===== src/rtl/sdram_init_pkg.sv =====
package sdram_init_pkg;

   typedef enum logic [3:0] {
      S_WAIT,
      S_PRE,
      S_GAP_RP,
      S_REF1,
      S_GAP_RF1,
      S_REF2,
      S_GAP_RF2,
      S_LMR,
      S_GAP_MRD,
      S_DONE
   } init_state_e;

   // {cs_n, ras_n, cas_n, we_n}
   typedef logic [3:0] sdr_cmd_t;

   localparam sdr_cmd_t CMD_NOP = 4'b0111;
   localparam sdr_cmd_t CMD_PRE = 4'b0010;
   localparam sdr_cmd_t CMD_REF = 4'b0001;
   localparam sdr_cmd_t CMD_LMR = 4'b0000;

   localparam int MODE_W     = 10;
   localparam int ALLBANK_BIT = 10;

endpackage


===== src/rtl/sdram_init_timer.sv =====
module sdram_init_timer #(
   parameter int CNT_W   = 13,
   parameter int RST_VAL = 4999
) (
   input  logic             clk,
   input  logic             rst_n,
   input  logic             ld,
   input  logic [CNT_W-1:0] ld_val,
   output logic             zero
);

   logic [CNT_W-1:0] count_q;

   always_ff @(posedge clk or negedge rst_n) begin
      if (!rst_n)
         count_q <= CNT_W'(RST_VAL);
      else if (ld)
         count_q <= ld_val;
      else if (count_q != '0)
         count_q <= count_q - 1'b1;
   end

   assign zero = (count_q == '0);

endmodule


===== src/rtl/sdram_init_fsm.sv =====
module sdram_init_fsm
   import sdram_init_pkg::*;
#(
   parameter int WAIT_CYC = 5000,
   parameter int T_RP     = 3,
   parameter int T_RFC    = 7,
   parameter int T_MRD    = 2
) (
   input  logic        clk,
   input  logic        rst_n,
   output init_state_e state
);

   localparam int MAXV1 = (WAIT_CYC > T_RFC) ? WAIT_CYC : T_RFC;
   localparam int MAXV2 = (T_RP > T_MRD) ? T_RP : T_MRD;
   localparam int MAXV  = (MAXV1 > MAXV2) ? MAXV1 : MAXV2;
   localparam int CNT_W = $clog2(MAXV + 1);

   localparam logic [CNT_W-1:0] LD_RP  = CNT_W'(T_RP - 2);
   localparam logic [CNT_W-1:0] LD_RFC = CNT_W'(T_RFC - 2);
   localparam logic [CNT_W-1:0] LD_MRD = CNT_W'(T_MRD - 2);

   init_state_e      state_q, state_d;
   logic             tmr_ld, tmr_zero;
   logic [CNT_W-1:0] tmr_val;

   sdram_init_timer #(
      .CNT_W   (CNT_W),
      .RST_VAL (WAIT_CYC - 1)
   ) u_tmr (
      .clk    (clk),
      .rst_n  (rst_n),
      .ld     (tmr_ld),
      .ld_val (tmr_val),
      .zero   (tmr_zero)
   );

   always_comb begin
      state_d = state_q;
      tmr_ld  = 1'b0;
      tmr_val = '0;
      unique case (state_q)
         S_WAIT:    if (tmr_zero) state_d = S_PRE;
         S_PRE:     begin state_d = S_GAP_RP;  tmr_ld = 1'b1; tmr_val = LD_RP;  end
         S_GAP_RP:  if (tmr_zero) state_d = S_REF1;
         S_REF1:    begin state_d = S_GAP_RF1; tmr_ld = 1'b1; tmr_val = LD_RFC; end
         S_GAP_RF1: if (tmr_zero) state_d = S_REF2;
         S_REF2:    begin state_d = S_GAP_RF2; tmr_ld = 1'b1; tmr_val = LD_RFC; end
         S_GAP_RF2: if (tmr_zero) state_d = S_LMR;
         S_LMR:     begin state_d = S_GAP_MRD; tmr_ld = 1'b1; tmr_val = LD_MRD; end
         S_GAP_MRD: if (tmr_zero) state_d = S_DONE;
         S_DONE:    state_d = S_DONE;
         default:   state_d = S_WAIT;
      endcase
   end

   always_ff @(posedge clk or negedge rst_n) begin
      if (!rst_n) state_q <= S_WAIT;
      else        state_q <= state_d;
   end

   assign state = state_q;


   wait_hold_chk: assert property (@(posedge clk) disable iff (!rst_n)
      (state_q == S_WAIT && !tmr_zero) |=> (state_q == S_WAIT));

endmodule


===== src/rtl/sdram_cmd_drive.sv =====
module sdram_cmd_drive
   import sdram_init_pkg::*;
#(
   parameter int ADDR_W  = 13,
   parameter int BANK_W  = 2,
   parameter bit REG_OUT = 1'b1
) (
   input  logic              clk,
   input  logic              rst_n,
   input  init_state_e       state,
   input  logic [MODE_W-1:0] mode_cfg,
   output sdr_cmd_t          cmd,
   output logic [ADDR_W-1:0] addr,
   output logic [BANK_W-1:0] ba,
   output logic              done
);

   sdr_cmd_t          cmd_c;
   logic [ADDR_W-1:0] addr_c;
   logic [BANK_W-1:0] ba_c;
   logic              done_c;

   always_comb begin
      cmd_c  = CMD_NOP;
      addr_c = '0;
      ba_c   = '0;
      done_c = (state == S_DONE);
      case (state)
         S_PRE: begin
            cmd_c = CMD_PRE;
            addr_c[ALLBANK_BIT] = 1'b1;
         end
         S_REF1, S_REF2: cmd_c = CMD_REF;
         S_LMR: begin
            cmd_c = CMD_LMR;
            addr_c[MODE_W-1:0] = mode_cfg;
         end
         default: ;
      endcase
   end

   generate
      if (REG_OUT) begin : g_reg
         always_ff @(posedge clk or negedge rst_n) begin
            if (!rst_n) begin
               cmd  <= CMD_NOP;
               addr <= '0;
               ba   <= '0;
               done <= 1'b0;
            end else begin
               cmd  <= cmd_c;
               addr <= addr_c;
               ba   <= ba_c;
               done <= done_c;
            end
         end
      end else begin : g_comb
         assign cmd  = cmd_c;
         assign addr = addr_c;
         assign ba   = ba_c;
         assign done = done_c;
      end
   endgenerate

endmodule


===== src/rtl/sdram_pwrup_seq.sv =====
module sdram_pwrup_seq
   import sdram_init_pkg::*;
#(
   parameter int CLK_HZ  = 50_000_000,
   parameter int WAIT_US = 100,
   parameter int T_RP    = 3,
   parameter int T_RFC   = 7,
   parameter int T_MRD   = 2,
   parameter int ADDR_W  = 13,
   parameter int BANK_W  = 2,
   parameter bit REG_OUT = 1'b1
) (
   input  logic              clk,
   input  logic              rst_n,
   input  logic [9:0]        mode_cfg,
   output logic              cs_n,
   output logic              ras_n,
   output logic              cas_n,
   output logic              we_n,
   output logic [ADDR_W-1:0] addr,
   output logic [BANK_W-1:0] ba,
   output logic              init_done
);

   localparam int WAIT_CYC = ((CLK_HZ / 1000) * WAIT_US + 999) / 1000;

   generate
      if (ADDR_W < 11) begin : g_bad_addr
         $error("ADDR_W must be at least 11");
      end
      if (BANK_W < 1) begin : g_bad_bank
         $error("BANK_W must be at least 1");
      end
      if (T_RP < 2 || T_RFC < 2 || T_MRD < 2) begin : g_bad_gap
         $error("command spacings must be at least 2 cycles");
      end
      if (T_RP > 250 || T_RFC > 250) begin : g_bad_big
         $error("command spacings above 250 cycles unsupported");
      end
      if (WAIT_CYC < 2) begin : g_bad_wait
         $error("power-up wait must be at least 2 cycles");
      end
   endgenerate

   init_state_e state;
   sdr_cmd_t    bus_cmd;

   sdram_init_fsm #(
      .WAIT_CYC (WAIT_CYC),
      .T_RP     (T_RP),
      .T_RFC    (T_RFC),
      .T_MRD    (T_MRD)
   ) u_fsm (
      .clk   (clk),
      .rst_n (rst_n),
      .state (state)
   );

   sdram_cmd_drive #(
      .ADDR_W  (ADDR_W),
      .BANK_W  (BANK_W),
      .REG_OUT (REG_OUT)
   ) u_drv (
      .clk      (clk),
      .rst_n    (rst_n),
      .state    (state),
      .mode_cfg (mode_cfg),
      .cmd      (bus_cmd),
      .addr     (addr),
      .ba       (ba),
      .done     (init_done)
   );

   assign {cs_n, ras_n, cas_n, we_n} = bus_cmd;

   // Bus observers used only by the checks below
   logic       pre_seen_q;
   logic [1:0] ref_seen_q;
   logic [7:0] since_q;

   always_ff @(posedge clk or negedge rst_n) begin
      if (!rst_n) begin
         pre_seen_q <= 1'b0;
         ref_seen_q <= '0;
         since_q    <= '0;
      end else begin
         if (bus_cmd == CMD_PRE) pre_seen_q <= 1'b1;
         if (bus_cmd == CMD_REF && ref_seen_q != 2'd3) ref_seen_q <= ref_seen_q + 1'b1;
         if (bus_cmd != CMD_NOP)   since_q <= 8'd1;
         else if (since_q != 8'hFF) since_q <= since_q + 1'b1;
      end
   end


   first_ref_gap_chk: assert property (@(posedge clk) disable iff (!rst_n)
      (bus_cmd == CMD_REF && ref_seen_q == 2'd0) |-> (since_q == 8'(T_RP)));


   second_ref_gap_chk: assert property (@(posedge clk) disable iff (!rst_n)
      (bus_cmd == CMD_REF && ref_seen_q == 2'd1) |-> (since_q == 8'(T_RFC)));


   mode_after_refresh_chk: assert property (@(posedge clk) disable iff (!rst_n)
      (bus_cmd == CMD_LMR) |-> (pre_seen_q && ref_seen_q == 2'd2 && since_q == 8'(T_RFC)));


   done_sticky_chk: assert property (@(posedge clk) disable iff (!rst_n)
      init_done |=> init_done);

endmodule


===== config.mk =====
export PLATFORM = sky130hd
export DESIGN_NAME = sdram_pwrup_seq
export DESIGN_NICKNAME = d
export VERILOG_FILES = /design/src/rtl/sdram_init_pkg.sv /design/src/rtl/sdram_init_timer.sv /design/src/rtl/sdram_init_fsm.sv /design/src/rtl/sdram_cmd_drive.sv /design/src/rtl/sdram_pwrup_seq.sv
export SDC_FILE = /design/constraint.sdc
export NUM_CORES = 1
export LEC_CHECK = 0
export BUFFER_PORTS_ARGS = -buffer_cell sky130_fd_sc_hd__buf_2
export CAP_MARGIN = 20
export CORE_ASPECT_RATIO = 1.5
export CORE_MARGIN = 2
export CORE_UTILIZATION = 45
export DETAILED_ROUTE_END_ITERATION = 8
export GPL_ROUTABILITY_DRIVEN = 0
export PLACE_DENSITY = 0.68
export SLEW_MARGIN = 20
export SYNTH_ARGS = -nofsm -noshare
export SYNTH_HDL_FRONTEND = slang
export SYNTH_SLANG_ARGS = --single-unit

===== constraint.sdc =====
create_clock -name clk -period 4.8 [get_ports clk]
set_input_delay 0.72 -clock clk [delete_from_list [all_inputs] [get_ports clk]]
set_output_delay 0.72 -clock clk [all_outputs]
set_load 0.02 [all_outputs]

==> results.sh, run 1 <==
export IMPL_grt_pass1_vias=1096
export IMPL_grt_use_total_pct=17.6
export IMPL_final_net_count=178
export IMPL_nFillCells=262
export IMPL_async_flop_share_pct=100
export IMPL_slew_violations=0
export IMPL_seq_area_um2=813
export IMPL_wl_per_cell_um=13.5
export IMPL_fp_dieArea_um2=3690
export IMPL_synth_warnings=0
export IMPL_htreeDepth=2
export IMPL_postCtsSetupBuffers=0
export IMPL_fin_area_um2=1710
export IMPL_worstMarginPinSlew_ns=0.859
export IMPL_rsz0062_at_grt="no"
export IMPL_crit_family="simple AND/OR/NAND/NOR gates"
export IMPL_hold_viol=0
export IMPL_critPathMaxFanout=14
export IMPL_tns_ns=0
export IMPL_yosys_top_cells_area="dfrtp_1 (38%), dfstp_2 (18%), and2_1 (4.8%)"
export IMPL_outcome="completed"
export IMPL_p_leak_nw=0.851
export IMPL_hold_class="in2async"
export IMPL_die_width_um=50.3
export IMPL_ys_ff_latch=32
export IMPL_cap_violations=0
export IMPL_multi_input_area_um2=567
export IMPL_irDropWorstVdd_mv=0.264
export IMPL_path_buf_inv=2
export IMPL_syn_avg_cell_area_um2=10.5
export IMPL_grt_pass1_wl_um=4850
export IMPL_hold_buffers=0
export IMPL_power_frac_seq_pct=48.3
export IMPL_worst_slack_ns=2.62
export IMPL_area_delta_synth_final_pct=18.3
export IMPL_overflow=0
export IMPL_grt_start_max_net_pins=33
export IMPL_pwr_density_cell_nw_per_um2=327
export IMPL_avgViaCountPerCell=5.29
export IMPL_port_buffers=26
export IMPL_synth_ff_type="dfrtp_1"
export IMPL_vias=1084
export IMPL_wl_um=2760
export IMPL_antenna_cells=0
export IMPL_antenna_left=0
export IMPL_netlist_area_leader_share_pct=38.1
export IMPL_timing_final_crit_share_pct=45.4
export IMPL_synthCells=137
export IMPL_seq_area_frac_synth_pct=56.3
export IMPL_comb_power_share_pct=2.2
export IMPL_relSlewSlack_pct=42.5
export IMPL_hold_ws_ns=0.480
export IMPL_cts_buffer_depth=2
export IMPL_synth_top_area_cell="dfrtp_1"
export IMPL_first_iter_violations=32
export IMPL_start_kind="register"
export IMPL_intPower_uw=456
export IMPL_cts_resized=0
export IMPL_path_clk_slew_ns=0.07
export IMPL_rows=25
export IMPL_placed_cell_area_um2=1580
export IMPL_p_sw_uw=103
export IMPL_clockPowerShare_pct=49.5
export IMPL_clock_latency_ns=0.28
export IMPL_cts_num_sinks=32
export IMPL_core_um2=3100
export IMPL_yosysUniqueCellTypes=36
export IMPL_numCtsBuffers=5
export IMPL_worstSetupEndpointType="register"
export IMPL_cts_tree="built"
export IMPL_finalPower_uw=559
export IMPL_synth_edf_count=0
export IMPL_fmax_mhz=459
export IMPL_cp_required_ns=4.96
export IMPL_path_cells="inv_1 > nor2_1 > clkinv_1 > nand2_1 > a21oi_1 > a31o_2"
export IMPL_clockRootBuffer="clkbuf_8"
export IMPL_cp_data_arrival_time_ns=2.34
export IMPL_grt_antenna_before_repair=0
export IMPL_start_util_pct=46.7
export IMPL_swShare_pct=18.4
export IMPL_setup_viol=0
export IMPL_slowest_delay_ns=0.67
export IMPL_synthesis_area_um2=1450
export IMPL_place_ws_ns=2.64
export IMPL_ioPinCount=32
export IMPL_die_y_um=73.4
export IMPL_cpMaxStageDelayCell="nor2_1"
export IMPL_drc=0
export IMPL_drive_above_1_share_pct=29.1
export IMPL_layout_commonest_cell="buf_2"
export IMPL_firstDrtPassIters=4
export IMPL_layout_common_cells="buf_2 (26), dfrtp_1 (22), nor2_1 (18)"
export IMPL_path_class="reg2reg"
export IMPL_fin_crit_ns=2.18
export IMPL_dp_hpwl_um=1970
export IMPL_fin_skew_ns=0.00959
[power groups by stage]
stage	Combinational, mW	Sequential (mW)	Clock (mW)
after global routing	0.0141	0.270	0.292
after detailed placement	0.0125	0.275	0
final	0.0121	0.270	0.277
after floorplan	0.00657	0.275	0
after global placement	0.0123	0.275	0
after CTS	0.0125	0.270	0.286
[metal layers]
layer,global-route usage (%),wire (um),vias up
li1,-,-,516
met1,19.4,1090,534
met2,30.4,1520,30
met3,4.27,105,4
met4,10.5,40,0
met5,0,0,-
[metrics by stage]
step	instances	utilization [%]
6_report	205	55.2
3_5_place_dp	197	51.1
2_1_floorplan	141	-
4_1_cts	205	55.2
5_1_grt	205	55.2
3_3_place_gp	197	51.1
[sequential cells by signal, indices dropped and copies added, names as in the netlist]
signal,flops
u_fsm.u_tmr.count_q,13
u_drv.done,1
u_drv.addr,11
u_drv.cmd,3
u_fsm.state,4
[synthesized netlist by cell type (all sizes together) (3+ instances only)]
| library cell | n |
|---|---|
| dfrtp | 22 |
| dfstp | 10 |
| nand2 | 6 |
| o21ai | 4 |
| nor2 | 18 |
| buf | 6 |
| or4 | 3 |
| a31o | 3 |
| and2 | 11 |
| nor3 | 3 |
| a21oi | 8 |
| xnor2 | 4 |
| clkbuf | 4 |
| nand3 | 3 |
| inv | 5 |
[worst paths after layout]
check / startpoint / slack [ns] / cells after the start / end
max: u_fsm.state[0] / 2.62 / 6 / u_fsm.u_tmr.count_q[10]
min: rst_n / 0.48 / 1 / u_fsm.u_tmr.count_q[3]
max reg2reg: u_fsm.state[0] / 2.62 / 6 / u_fsm.u_tmr.count_q[10]
min reg2reg: u_fsm.state[3] / 0.52 / 1 / u_fsm.state[1]
max in group asynchronous: rst_n / 3.88 / 1 / u_drv.addr[9]
min in group clk: u_fsm.state[3] / 0.52 / 1 / u_fsm.state[1]
[area by class of cell]
cell class	instances	area share (%)
repair buffers	26	7.61
multi-input cells	93	33.2
inverters	6	1.32
flip-flops and latches	32	47.6
well taps	40	2.93
clock buffers	7	5.64
clock inverters	1	1.76
[kinds of logic after synthesis]
family / count (synthesis) / synth area share, %
compound gates: 25 / 11.4
xor+xnor: 6 / 3.64
fa+ha+maj: 2 / 1.73
buf+inv: 16 / 5.54
flops: 32 / 56.3
mux: 1 / 0.693
other cells: 1 / 0.259
simple gates: 54 / 20.4
No activity file was read; power rests on OpenSTA's default activity.
==> run 2, diff against run 1 <==
Settings changed: PLACE_DENSITY 0.68 to 0.71.
Clock period 4.8 ns to 2 ns, I/O delays scaled along.
==> results.sh, run 2 (synthesized netlist as in run 1, its figures left out) <==
export IMPL_layout_common_cells="buf_2 (26), dfrtp_1 (22), nor2_1 (18)"
export IMPL_vias=1087
export IMPL_rows=25
export IMPL_p_sw_uw=268
export IMPL_pwr_density_cell_nw_per_um2=694
export IMPL_wl_um=2880
export IMPL_die_y_um=73.4
export IMPL_nFillCells=273
export IMPL_reg2reg_from="u_fsm.u_tmr.count_q[3]"
export IMPL_irDropWorstVdd_mv=0.539
export IMPL_crit_top_cell="or4_1"
export IMPL_cts_num_sinks=32
export IMPL_overflow=0
export IMPL_grt_pass1_wl_um=4860
export IMPL_outcome="completed"
export IMPL_antenna_cells=0
export IMPL_first_iter_violations=24
export IMPL_slowest_delay_ns=0.63
export IMPL_worst_setup_path_startpoint="u_fsm.u_tmr.count_q[3]"
export IMPL_tns_ns=0
export IMPL_fin_skew_ns=0.00870
export IMPL_firstDrtPassIters=4
export IMPL_critPathMaxFanout=6
export IMPL_regMostFlops="u_fsm.u_tmr.count_q"
export IMPL_worstMarginPinSlew_ns=0.672
export IMPL_grt_start_max_net_pins=33
export IMPL_dp_cells=199
export IMPL_cts_buffer_depth=2
export IMPL_cpMaxStageDelayCell="or4_1"
export IMPL_met1_usage_pct=18.8
export IMPL_drive_above_1_share_pct=29.3
export IMPL_clockPowerShare_pct=42.1
export IMPL_setup_viol=0
export IMPL_cp_required_ns=2.23
export IMPL_fp_dieArea_um2=3690
export IMPL_path_buf_inv=0
export IMPL_crit_family="simple AND/OR/NAND/NOR gates"
export IMPL_drc=0
export IMPL_postCtsSetupBuffers=0
export IMPL_slew_violations=0
export IMPL_fin_crit_ns=1.82
export IMPL_start_util_pct=46.7
export IMPL_area_delta_synth_final_pct=16.7
export IMPL_fmax_mhz=549
export IMPL_power_frac_seq_pct=55.4
export IMPL_grt_antenna_before_repair=0
export IMPL_numCtsBuffers=5
export IMPL_swShare_pct=22.9
export IMPL_rsz0062_at_grt="no"
export IMPL_final_net_count=180
export IMPL_htreeDepth=2
export IMPL_cap_violations=0
export IMPL_clockRootBuffer="clkbuf_8"
export IMPL_largest_reg_flops=13
export IMPL_finalPower_mw=1.17
export IMPL_path_cells="or4_1 > a31o_1 > or4_1 > nand2_1"
export IMPL_p_leak_nw=0.839
export IMPL_die_width_um=50.3
export IMPL_avgViaCountPerCell=5.25
export IMPL_antenna_left=0
export IMPL_top_usage_layer="met2"
export IMPL_met2_usage_pct=31.1
export IMPL_hold_buffers=0
export IMPL_hold_class="in2async"
export IMPL_stdcell_count=207
export IMPL_core_um2=3100
export IMPL_start_kind="register"
export IMPL_grt_pass1_vias=1131
export IMPL_cts_tree="built"
export IMPL_ioPinCount=32
export IMPL_intPower_uw=903
export IMPL_path_class="reg2reg"
export IMPL_hold_ws_ns=0.0444
export IMPL_comb_power_share_pct=2.5
export IMPL_clock_latency_ns=0.28
export IMPL_layout_commonest_cell="buf_2"
export IMPL_relSlewSlack_pct=55.2
export IMPL_worstSetupEndpointType="register"
export IMPL_wl_per_cell_um=13.9
export IMPL_timing_final_crit_share_pct=91.1
export IMPL_use_met3_pct=5.08
export IMPL_path_clk_slew_ns=0.07
export IMPL_cp_data_arrival_time_ns=2.05
export IMPL_cts_resized=0
export IMPL_port_buffers=26
export IMPL_dp_hpwl_um=2120
export IMPL_hold_viol=0
export IMPL_fin_util_pct=54.5
export IMPL_grt_use_total_pct=17.8
run 2: cell count changes in the layout (fill, tap and decap cells not counted), sizes merged:
cell	previous run	this run
clkinv	1	2
clkbuf	7	6
clkinvlp	0	1
bufinv	1	0
buf	26	28
run 2: power groups by stage:
stage,registers (mW),clock network (mW),logic (mW)
3_3_place_gp,0.659,0,0.0298
2_1_floorplan,0.660,0,0.0158
4_1_cts,0.648,0.504,0.0302
3_5_place_dp,0.659,0,0.0302
5_1_grt,0.648,0.529,0.0340
6_report,0.648,0.493,0.0291
run 2: routing by layer:
layer,up-vias,share of wire [%]
li1,518,-
met1,526,40
met2,31,52
met3,12,4.3
met4,0,3.5
met5,-,0
run 2: path summary, 6_finish.rpt:
kind	endpoint	slack, ns	cells past startpoint
setup / recovery	u_fsm.u_tmr.count_q[5]	0.18	4
hold / removal	u_fsm.u_tmr.count_q[5]	0.04	1
setup reg to reg	u_fsm.u_tmr.count_q[5]	0.18	4
hold reg to reg	u_fsm.state[1]	0.53	1
max in group asynchronous	u_drv.done	1.52	1
min in group clk	u_drv.addr[8]	0.22	2
run 2: worst register-to-register path: stages, from the launching register on:
cell     delay (ns)
dfrtp_1        0.41
or4_1          0.63
a31o_1         0.24
or4_1          0.40
nand2_1        0.09
run 2: metrics by stage:
| step | setup slack [ns] | cell area, um^2 |
|---|---|---|
| final | 0.178 | 1690 |
| after detailed placement | 0.191 | 1600 |
| after global routing | 0.0719 | 1690 |
| after floorplan | 0.265 | 1460 |
| after CTS | 0.170 | 1690 |
| after global placement | 0.245 | 1600 |
run 2: area by class of cell:
class / count / area [um^2] / area share [%]
Clock buffer: 6 / 72.6 / 4.30
Clock inverter: 2 / 16.3 / 0.964
Inverter: 6 / 22.5 / 1.34
Multi-Input combinational cell: 93 / 567 / 33.6
Sequential cell: 32 / 813 / 48.2
Tap cell: 40 / 50.0 / 2.97
Timing Repair Buffer: 28 / 145 / 8.61
